## src/rtl/hb_pkg.sv

```systemverilog
// Package: shared state encoding and byte-lane helper for the host bus slave.
// Assumes a 16-bit bus word.
package hb_pkg;
    localparam int WORD_W = 16;

    typedef enum logic [2:0] {
        ST_IDLE,
        ST_WAIT,
        ST_DATA,
        ST_REC,
        ST_GACT
    } cyc_state_t;

    // Exchange the two bytes of a word when en is set.
    function automatic logic [WORD_W-1:0] lane_swap(input logic [WORD_W-1:0] v, input logic en);
        return en ? {v[7:0], v[15:8]} : v;
    endfunction
endpackage

```

## src/rtl/hb_cycle_fsm.sv

```systemverilog
// Module: bus cycle sequencer. Latches the word index on ale, then runs either
// the fixed-length frame (wait phases, data, recovery) or the strobe-paced
// generic cycle. Emits a one-cycle write enable, the read-drive window and
// the ready pad enable. Assumes mode_generic is static while a cycle is open.
module hb_cycle_fsm
    import hb_pkg::*;
#(
    parameter int ADDR_W = 8,
    parameter int WAITS  = 4,
    localparam int IDX_W = ADDR_W - 1,
    localparam int CNT_W = $clog2(WAITS)
) (
    input  logic              clk,
    input  logic              rst_n,
    input  logic              mode_generic,
    input  logic              cs_n,
    input  logic              ale,
    input  logic              a1,
    input  logic              wr_rd,
    input  logic              ds_n,
    input  logic [ADDR_W-1:2] ad_addr,
    input  logic [WORD_W-1:0] ad_data,
    output logic [IDX_W-1:0]  idx,
    output logic              wr_en,
    output logic [WORD_W-1:0] wr_data,
    output logic              rd_drive,
    output logic              rdy_drv
);
    cyc_state_t        state;
    logic [CNT_W-1:0]  cnt;
    logic              ds_seen;
    logic [WORD_W-1:0] cap;

    // Cycle state, wait counter, latched index and generic-mode data capture.
    always_ff @(posedge clk) begin
        if (!rst_n) begin
            state   <= ST_IDLE;
            cnt     <= '0;
            idx     <= '0;
            ds_seen <= 1'b0;
            cap     <= '0;
        end else if (state == ST_IDLE) begin
            if (!cs_n && ale) begin
                idx     <= {ad_addr, a1};
                state   <= mode_generic ? ST_GACT : ST_WAIT;
                cnt     <= '0;
                ds_seen <= 1'b0;
            end
        end else if (cs_n) begin
            state <= ST_IDLE;
        end else begin
            case (state)
                ST_WAIT: begin
                    if (cnt == CNT_W'(WAITS - 1)) state <= ST_DATA;
                    else                          cnt   <= cnt + 1'b1;
                end
                ST_DATA: state <= ST_REC;
                ST_REC:  state <= ST_IDLE;
                ST_GACT: begin
                    if (!ds_n) begin
                        ds_seen <= 1'b1;
                        cap     <= ad_data;
                    end else if (ds_seen) begin
                        state <= ST_IDLE;
                    end
                end
                default: state <= ST_IDLE;
            endcase
        end
    end

    // Strobe decode: write pulse, read window, ready pad and write data source.
    always_comb begin
        wr_en    = !cs_n && wr_rd &&
                   ((state == ST_DATA) || (state == ST_GACT && ds_seen && ds_n));
        rd_drive = !cs_n && !wr_rd &&
                   ((state == ST_DATA) || (state == ST_GACT && !ds_n));
        rdy_drv  = (state == ST_DATA) || (state == ST_REC);
        wr_data  = (state == ST_GACT) ? cap : ad_data;
    end
endmodule

```

## src/rtl/hb_regfile.sv

```systemverilog
// Module: register file. Index 0 control (bit 0 little endian), 1 interrupt
// enable, 2 write-one-to-clear status, 3..NREG-1 scratch words. Indices at
// or above NREG read zero. Values are in register byte order.
module hb_regfile
    import hb_pkg::*;
#(
    parameter int NREG  = 8,
    parameter int NSTAT = 8,
    parameter int IDX_W = 7,
    localparam int BASE  = 3,
    localparam int SCR_N = NREG - BASE
) (
    input  logic              clk,
    input  logic              rst_n,
    input  logic [IDX_W-1:0]  idx,
    input  logic              wr_en,
    input  logic [WORD_W-1:0] wr_word,
    input  logic [NSTAT-1:0]  status_set,
    output logic [WORD_W-1:0] rd_word,
    output logic              little_en,
    output logic              irq_pull
);
    logic [NSTAT-1:0]  ien;
    logic [NSTAT-1:0]  stat;
    logic [NSTAT-1:0]  clr;
    logic [WORD_W-1:0] scr [SCR_N];

    // Control and enable words.
    always_ff @(posedge clk) begin
        if (!rst_n) begin
            little_en <= 1'b0;
            ien       <= '0;
        end else if (wr_en) begin
            if (int'(idx) == 0) little_en <= wr_word[0];
            if (int'(idx) == 1) ien       <= wr_word[NSTAT-1:0];
        end
    end

    // Clear mask from a write to the status word.
    always_comb clr = (wr_en && int'(idx) == 2) ? wr_word[NSTAT-1:0] : '0;

    // Status bits: hardware set wins over host clear.
    always_ff @(posedge clk) begin
        if (!rst_n) stat <= '0;
        else        stat <= (stat & ~clr) | status_set;
    end

    // One storage process per scratch word.
    for (genvar g = 0; g < SCR_N; g++) begin : g_scr
        always_ff @(posedge clk) begin
            if (!rst_n)                               scr[g] <= '0;
            else if (wr_en && int'(idx) == g + BASE)  scr[g] <= wr_word;
        end
    end

    // Read multiplexer.
    always_comb begin
        rd_word = '0;
        if (int'(idx) == 0) rd_word[0] = little_en;
        if (int'(idx) == 1) rd_word[NSTAT-1:0] = ien;
        if (int'(idx) == 2) rd_word[NSTAT-1:0] = stat;
        for (int k = 0; k < SCR_N; k++)
            if (int'(idx) == k + BASE) rd_word = scr[k];
    end

    // Interrupt request level.
    always_comb irq_pull = |(stat & ien);
endmodule

```

## src/rtl/hb_slave.sv

```systemverilog
// Module: top of the host bus slave. Joins the cycle sequencer and register
// file and applies the endian byte swap on both directions. Pads are modelled
// as enables: the ready and interrupt pads pull low when their enable is 1.
module hb_slave
    import hb_pkg::*;
#(
    parameter int ADDR_W = 8,
    parameter int NREG   = 8,
    parameter int NSTAT  = 8,
    parameter int WAITS  = 4,
    localparam int IDX_W = ADDR_W - 1
) (
    input  logic              clk,
    input  logic              rst_n,
    input  logic              mode_generic,
    input  logic              cs_n,
    input  logic              ale,
    input  logic              a1,
    input  logic              wr_rd,
    input  logic              ds_n,
    input  logic [15:0]       ad_in,
    output logic [15:0]       ad_out,
    output logic              ad_oe,
    output logic              rdy_low_oe,
    input  logic [NSTAT-1:0]  status_set,
    output logic              irq_low_oe
);
    logic [IDX_W-1:0]  idx;
    logic              wr_en;
    logic [WORD_W-1:0] wr_data;
    logic [WORD_W-1:0] rd_word;
    logic              rd_drive;
    logic              little_en;

    hb_cycle_fsm #(.ADDR_W(ADDR_W), .WAITS(WAITS)) u_fsm (
        .clk(clk), .rst_n(rst_n), .mode_generic(mode_generic), .cs_n(cs_n),
        .ale(ale), .a1(a1), .wr_rd(wr_rd), .ds_n(ds_n),
        .ad_addr(ad_in[ADDR_W-1:2]), .ad_data(ad_in), .idx(idx),
        .wr_en(wr_en), .wr_data(wr_data), .rd_drive(rd_drive), .rdy_drv(rdy_low_oe)
    );

    hb_regfile #(.NREG(NREG), .NSTAT(NSTAT), .IDX_W(IDX_W)) u_regs (
        .clk(clk), .rst_n(rst_n), .idx(idx), .wr_en(wr_en),
        .wr_word(lane_swap(wr_data, !little_en)), .status_set(status_set),
        .rd_word(rd_word), .little_en(little_en), .irq_pull(irq_low_oe)
    );

    // Bus-side read value and its enable.
    always_comb begin
        ad_out = lane_swap(rd_word, !little_en);
        ad_oe  = rd_drive;
    end
endmodule

```

## config.mk

```make
export PLATFORM = sky130hd
export DESIGN_NAME = hb_slave
export DESIGN_NICKNAME = d
export VERILOG_FILES = /design/src/rtl/hb_pkg.sv /design/src/rtl/hb_cycle_fsm.sv /design/src/rtl/hb_regfile.sv /design/src/rtl/hb_slave.sv
export SDC_FILE = /design/constraint.sdc
export NUM_CORES = 1
export LEC_CHECK = 0
export ABC_AREA = 1
export ABC_CLOCK_PERIOD_IN_PS = 8880
export BUFFER_PORTS_ARGS = -buffer_cell sky130_fd_sc_hd__buf_2
export CAP_MARGIN = 20
export CORE_ASPECT_RATIO = 0.5
export CORE_MARGIN = 10
export CORE_UTILIZATION = 55
export CTS_BUF_LIST = sky130_fd_sc_hd__clkbuf_4
export DETAILED_ROUTE_END_ITERATION = 8
export PLACE_DENSITY = 0.78
export SLEW_MARGIN = 15
export SYNTH_ARGS = -nofsm -noshare
export SYNTH_HDL_FRONTEND = slang
export SYNTH_HIERARCHICAL = 1
export SYNTH_SLANG_ARGS = --single-unit
```

## constraint.sdc

```tcl
create_clock -name clk -period 8.88 [get_ports clk]
set_clock_uncertainty 0.1 [all_clocks]
set_input_delay 0.444 -clock clk [delete_from_list [all_inputs] [get_ports clk]]
set_output_delay 0.444 -clock clk [all_outputs]
set_load 0.05 [all_outputs]
```

; ---- Word-level counts from Yosys, hierarchy flattened
; Memories as Yosys holds them, arrays and structs flattened.
; Index checks and enable logic that the tools add are counted.
[totals]
input_bits = 32
output_inout_bits = 19
reg_bits = 46
memories = 1
ramBits = 80
elab_cells = 124
[memory_table]
columns = memory, depth, width, read_ports, rd_clocked_by_memory_dff, wr, line_no
row1 = u_regs.scr, 5, 16, 5, 0, 5, hb_regfile.sv:26  ; logic [WORD_W-1:0] scr [SCR_N];
[op_classes]
bitwise_logic = 12
n_reduce_logical = 32
eq_ne = 19
n_mux = 51
add_sub_neg = 1
[op_table]
columns = op, n
row1 = $mux W16, 13
row2 = $eq A7 B4 Y1 const B, 4
row3 = $mux W8, 3
row4 = $mux W1, 22
row5 = $mux W3, 7
row6 = $and A8 B8 Y8, 2
row7 = $reduce_and A4 Y1, 4
row8 = $eq A7 B3 Y1 const B, 2
row9 = $logic_and A1 B1 Y1, 14
row10 = $mux W2, 5
row11 = $pmux W3 S3, 1
row12 = $ne A4 B2 Y1 const B, 2
row13 = $not A8 Y8, 1
row14 = $or A8 B8 Y8, 1
row15 = $reduce_or A8 Y1, 1
row16 = $eq A7 B2 Y1 const B, 1
row17 = $logic_not A7 Y1, 1
row18 = $eq A3 B2 Y1 const B, 2
row19 = $ne A2 B1 Y1 const B, 3
row20 = $reduce_and A2 Y1, 3
row21 = $or A1 B1 Y1, 5
row22 = $ne A4 B3 Y1 const B, 1
row23 = $reduce_bool A2 Y1, 2
row24 = $eq A3 B1 Y1 const B, 1
row25 = other kinds (8), 14

; ---- Depth between registers and ports, before layout
[logic_depth]
word_depth = 10
ltp_mapped = 12
depth_no_buf = 11

; ---- Cells and area by module
; Netlist, hierarchy kept.
[modules_own_cells]
columns = module, n_inst, cells_each, seq_area_each_um2, area_per_inst_um2
row1 = hb_regfile, 1, 466, 2742.6, 4476.8
row2 = hb_cycle_fsm, 1, 190, 580.6, 1347.5
row3 = hb_slave, 1, 104, 0.0, 503.0

; ---- Worst setup path before layout
; OpenSTA, ideal clock, no wires.
[synth_timing]
kind = reg-to-reg
from = register u_fsm.state[1]
to = memory u_regs.scr[1][0] (enable)
setup_slack_ns = 5.386
stages_incl_launch_ff = 8
path_buffers = 1
setup_time_ns = 0.411
synth_period_minus_slack_ns = 3.494
t_arrival_ns = 2.983
t_required_ns = 8.369
path_cell_list = dfxtp_1 > inv_2 > nor2_1 > nand2_1 > a21oi_1 > buf_4 > inv_1 > o21ai_0
[synth_lines]
columns = element, line_no
row1 = from (decl), hb_cycle_fsm.sv:29  ; cyc_state_t state;
row2 = from (signal assigned), hb_cycle_fsm.sv:45  ; state <= mode_generic ? ST_GACT : ST_WAIT;
row3 = to (decl), hb_regfile.sv:26

; ---- Final worst setup path
[layout_timing]
from = register u_fsm.idx[5]
to = output port ad_out[13]
[layout_via]
word_cells_on_any_way = 15
cone_classes = eq/ne: 7 / mux: 8
[layout_lines]
columns = element, line_no
row1 = from (decl), hb_cycle_fsm.sv:23  ; output logic [IDX_W-1:0] idx,
row2 = from (signal assigned), hb_cycle_fsm.sv:44  ; idx <= {ad_addr, a1};
row3 = $eq A7 B3 Y1, hb_regfile.sv:63  ; if (int'(idx) == k + BASE) rd_word = scr[k];
row4 = $mux W16 (4 in a row), hb_regfile.sv:63
row5 = $mux W16 (*), hb_regfile.sv:63
row6 = via rd_word[13], hb_slave.sv:31  ; logic [WORD_W-1:0] rd_word;
row7 = $mux W16 (*), hb_pkg.sv:16  ; return en ? {v[7:0], v[15:8]} : v;
row8 = to (decl), hb_slave.sv:22  ; output logic [15:0] ad_out,
; The timed path passes the listed nets; every way through them passes the cells marked *.

==> out/results.txt <==
Slew Viols, Final = 0
Critical path's slowest cell = nor2_4
GRT Resource Usage Total = 19.7%
Row count = 27
Worst path top cell family by delay = simple AND/OR/NAND/NOR gates
Hold-fix buffers at CTS = 0
Chip width = 172 um
Clock buffer depth = 2
Share of cells above drive strength 1 = 16.1%
Tmin final = 3.46 ns
Buffers added on ports = 50
Top-count cell post-synth = nand2_1
DIE HEIGHT = 95.8 um
GRT overflow = 0
HPWL after DPL = 11.2 mm
Final hold violations = 0
Flops & latches, synth = 126
Starting DRT DRC Count = 622
Max-Cap Viols = 0
Mapped Cells = 760
Initial antenna violation count = 0
WL/cell = 16.2 um
Core box area = 11100 sq um
CTS root buffer = clkbuf_4
First-pass GRT wire length = 25.1 mm
Post-Syn Nets = 793
Least-Margin Pin Slew = 0.798 ns
Top cells by area, synth = edfxtp_1 38%, dfxtp_1 15%, nand2_1 12%
Post-DRT Antenna Nets = 0
First-pass DRT Iterations = 7
Setup CP Type = flop to output port
Worst-path clk slew = 0.11 ns
Placement Setup Slack = 6.01 ns
Static leakage = 0.00291 uW
Total power draw = 1260 uW
Status = complete, no violations
Starting density of the core = 56.9%
# setup viols final = 0
RSZ-0062 raised after global routing = no
Die area = 16500 sq um
Syn_area_per_cell = 8.33 sq um
Worst path bufs/invs = 3
H-tree levels = 4
CP max FO = 29
DRC = 0
Distinct cell type count after synthesis = 38
VDD IR max = 0.110 mV
Required @ worst endpoint = 8.34 ns
Nets = 833
CTS-repair resized insts = 0
PnR worst setup slack = 5.42 ns
Num CTS Buffers = 17
Synthesis-to-layout area growth = 6.96%
CP peak stage delay = 0.49 ns
Final WL = 15.6 mm
Slew HR = 46.7%
Vias = 5193
Area leader, netlist = edfxtp_1
Setup TNS = 0 ns
Worst Setup End Kind = output port
Synth warn = 6
Post-synth EDFFs = 80
Skew-Pair Late Insertion Delay = 0.53 ns
Ys async rst share = 0%
Worst setup SP type = flop
# IOs = 51
Setup bufs post-CTS = 0
DR vias/cell = 5.42
Synth Cell Area = 6330 sq um
Top cell type's share of synthesized area = 38.0%
Worst hold path type = primary input to flop
Number of global-route vias before repair = 4879
Top post-synthesis cells by count = 204 x nand2_1, 123 x nor2_1, 80 x edfxtp_1
Power per cell area = 186 nW/um^2
CTS tree = done
Final worst-path cycle share = 38.9%
Largest net degree at the start of global routing = 40
Max Clk Rate = 289 MHz
Final Wtd Congestion = 0.908
Crit-path most repeated cell = nand2_1
Sink Count = 126
Sequential-to-total area share from yosys stat = 52.5%
Critical Path AT = 2.91 ns
Main synth FF type = edfxtp_1
Worst-path cell chain = inv_1 > nand2_2 > nor2_4 > nand2_1 > clkinv_2 > nand2_1 > nand2_1 > a21oi_1 > nand3_1 > nand2_1 > nand2_1 > buf_2
N_diodes = 0
==> kinds of logic after synthesis <==
logic type	count (synthesis)	synth area share (%)
compound gates	103	8.56
fa+ha+maj	1	0.198
buf+inv	102	8.60
flops	126	52.5
simple gates	428	30.1
==> worst min-delay path: stages <==
cell and delay [ns]:
buf_2 0.09, inv_1 0.04, a21oi_1 0.05
==> final cells by class <==
class	instances	area, sq um
Inverter	69	268
Tap cell	145	181
Clock inverter	15	124
Multi-Input combinational cell	532	2460
Sequential cell	126	3320
Timing Repair Buffer	54	280
Clock buffer	17	128
Fill cell	970	4350
==> power breakdown <==
group / leakage [uW] / total (uW) / internal [uW] / switching (uW)
logic: 0.00159 / 234 / 57.3 / 177
registers: 0.00120 / 665 / 648 / 17.0
clock network: 0.000122 / 358 / 136 / 222
total: 0.00291 / 1260 / 841 / 416
==> path summary, 6_finish.rpt <==
| check | to | cells after the start | start | slack, ns |
|---|---|---|---|---|
| worst max-delay path | ad_out[13] | 12 | u_fsm/idx[5] | 5.42 |
| worst min-delay path | u_regs/stat[4] | 3 | status_set[4] | 0.04 |
| worst min register to register | u_fsm/cap[12] | 2 | u_fsm/cap[12] | 0.36 |
| worst max register to register | u_regs/scr[4][14] | 7 | u_fsm/idx[5] | 6.13 |
==> cell usage in the layout, fill, tap and decap left out, types with 21 or more instances in the layout <==
master    count
a21oi_1      43
inv_1        58
nand2_1     204
edfxtp_1     80
dfxtp_1      46
buf_2        50
o21ai_0      21
o21ai_1      31
nor2_1      123
nand3_1      56
==> routing by layer <==
| metal | up-vias | GRT usage [%] | share of wire, % |
|---|---|---|---|
| met1 | 2381 | 26.9 | 45 |
| met3 | 21 | 6.41 | 10 |
| met5 | - | 0 | 0 |
| li1 | 2568 | - | - |
| met2 | 223 | 29.5 | 43 |
| met4 | 0 | 5.90 | 1.3 |
==> flip-flops by register name, indices dropped and copies added (netlist names) <==
signal / flops
u_fsm/cap: 16
u_fsm/cnt: 2
u_fsm/ds_seen: 1
u_fsm/idx: 7
u_fsm/state: 3
u_regs/ien: 8
u_regs/little_en: 1
u_regs/scr: 80
u_regs/stat: 8
==> metrics by stage <==
step	util, %	cells	hold slack, ns	area (sq um)
floorplan	-	760	0.325	6330
global placement	58.6	926	0.335	6520
detailed placement	58.6	926	0.340	6520
CTS	60.9	958	0.0222	6770
global route	60.9	958	0.00292	6770
finish	60.9	958	0.0438	6770
(Power assumes the default switching activity.)
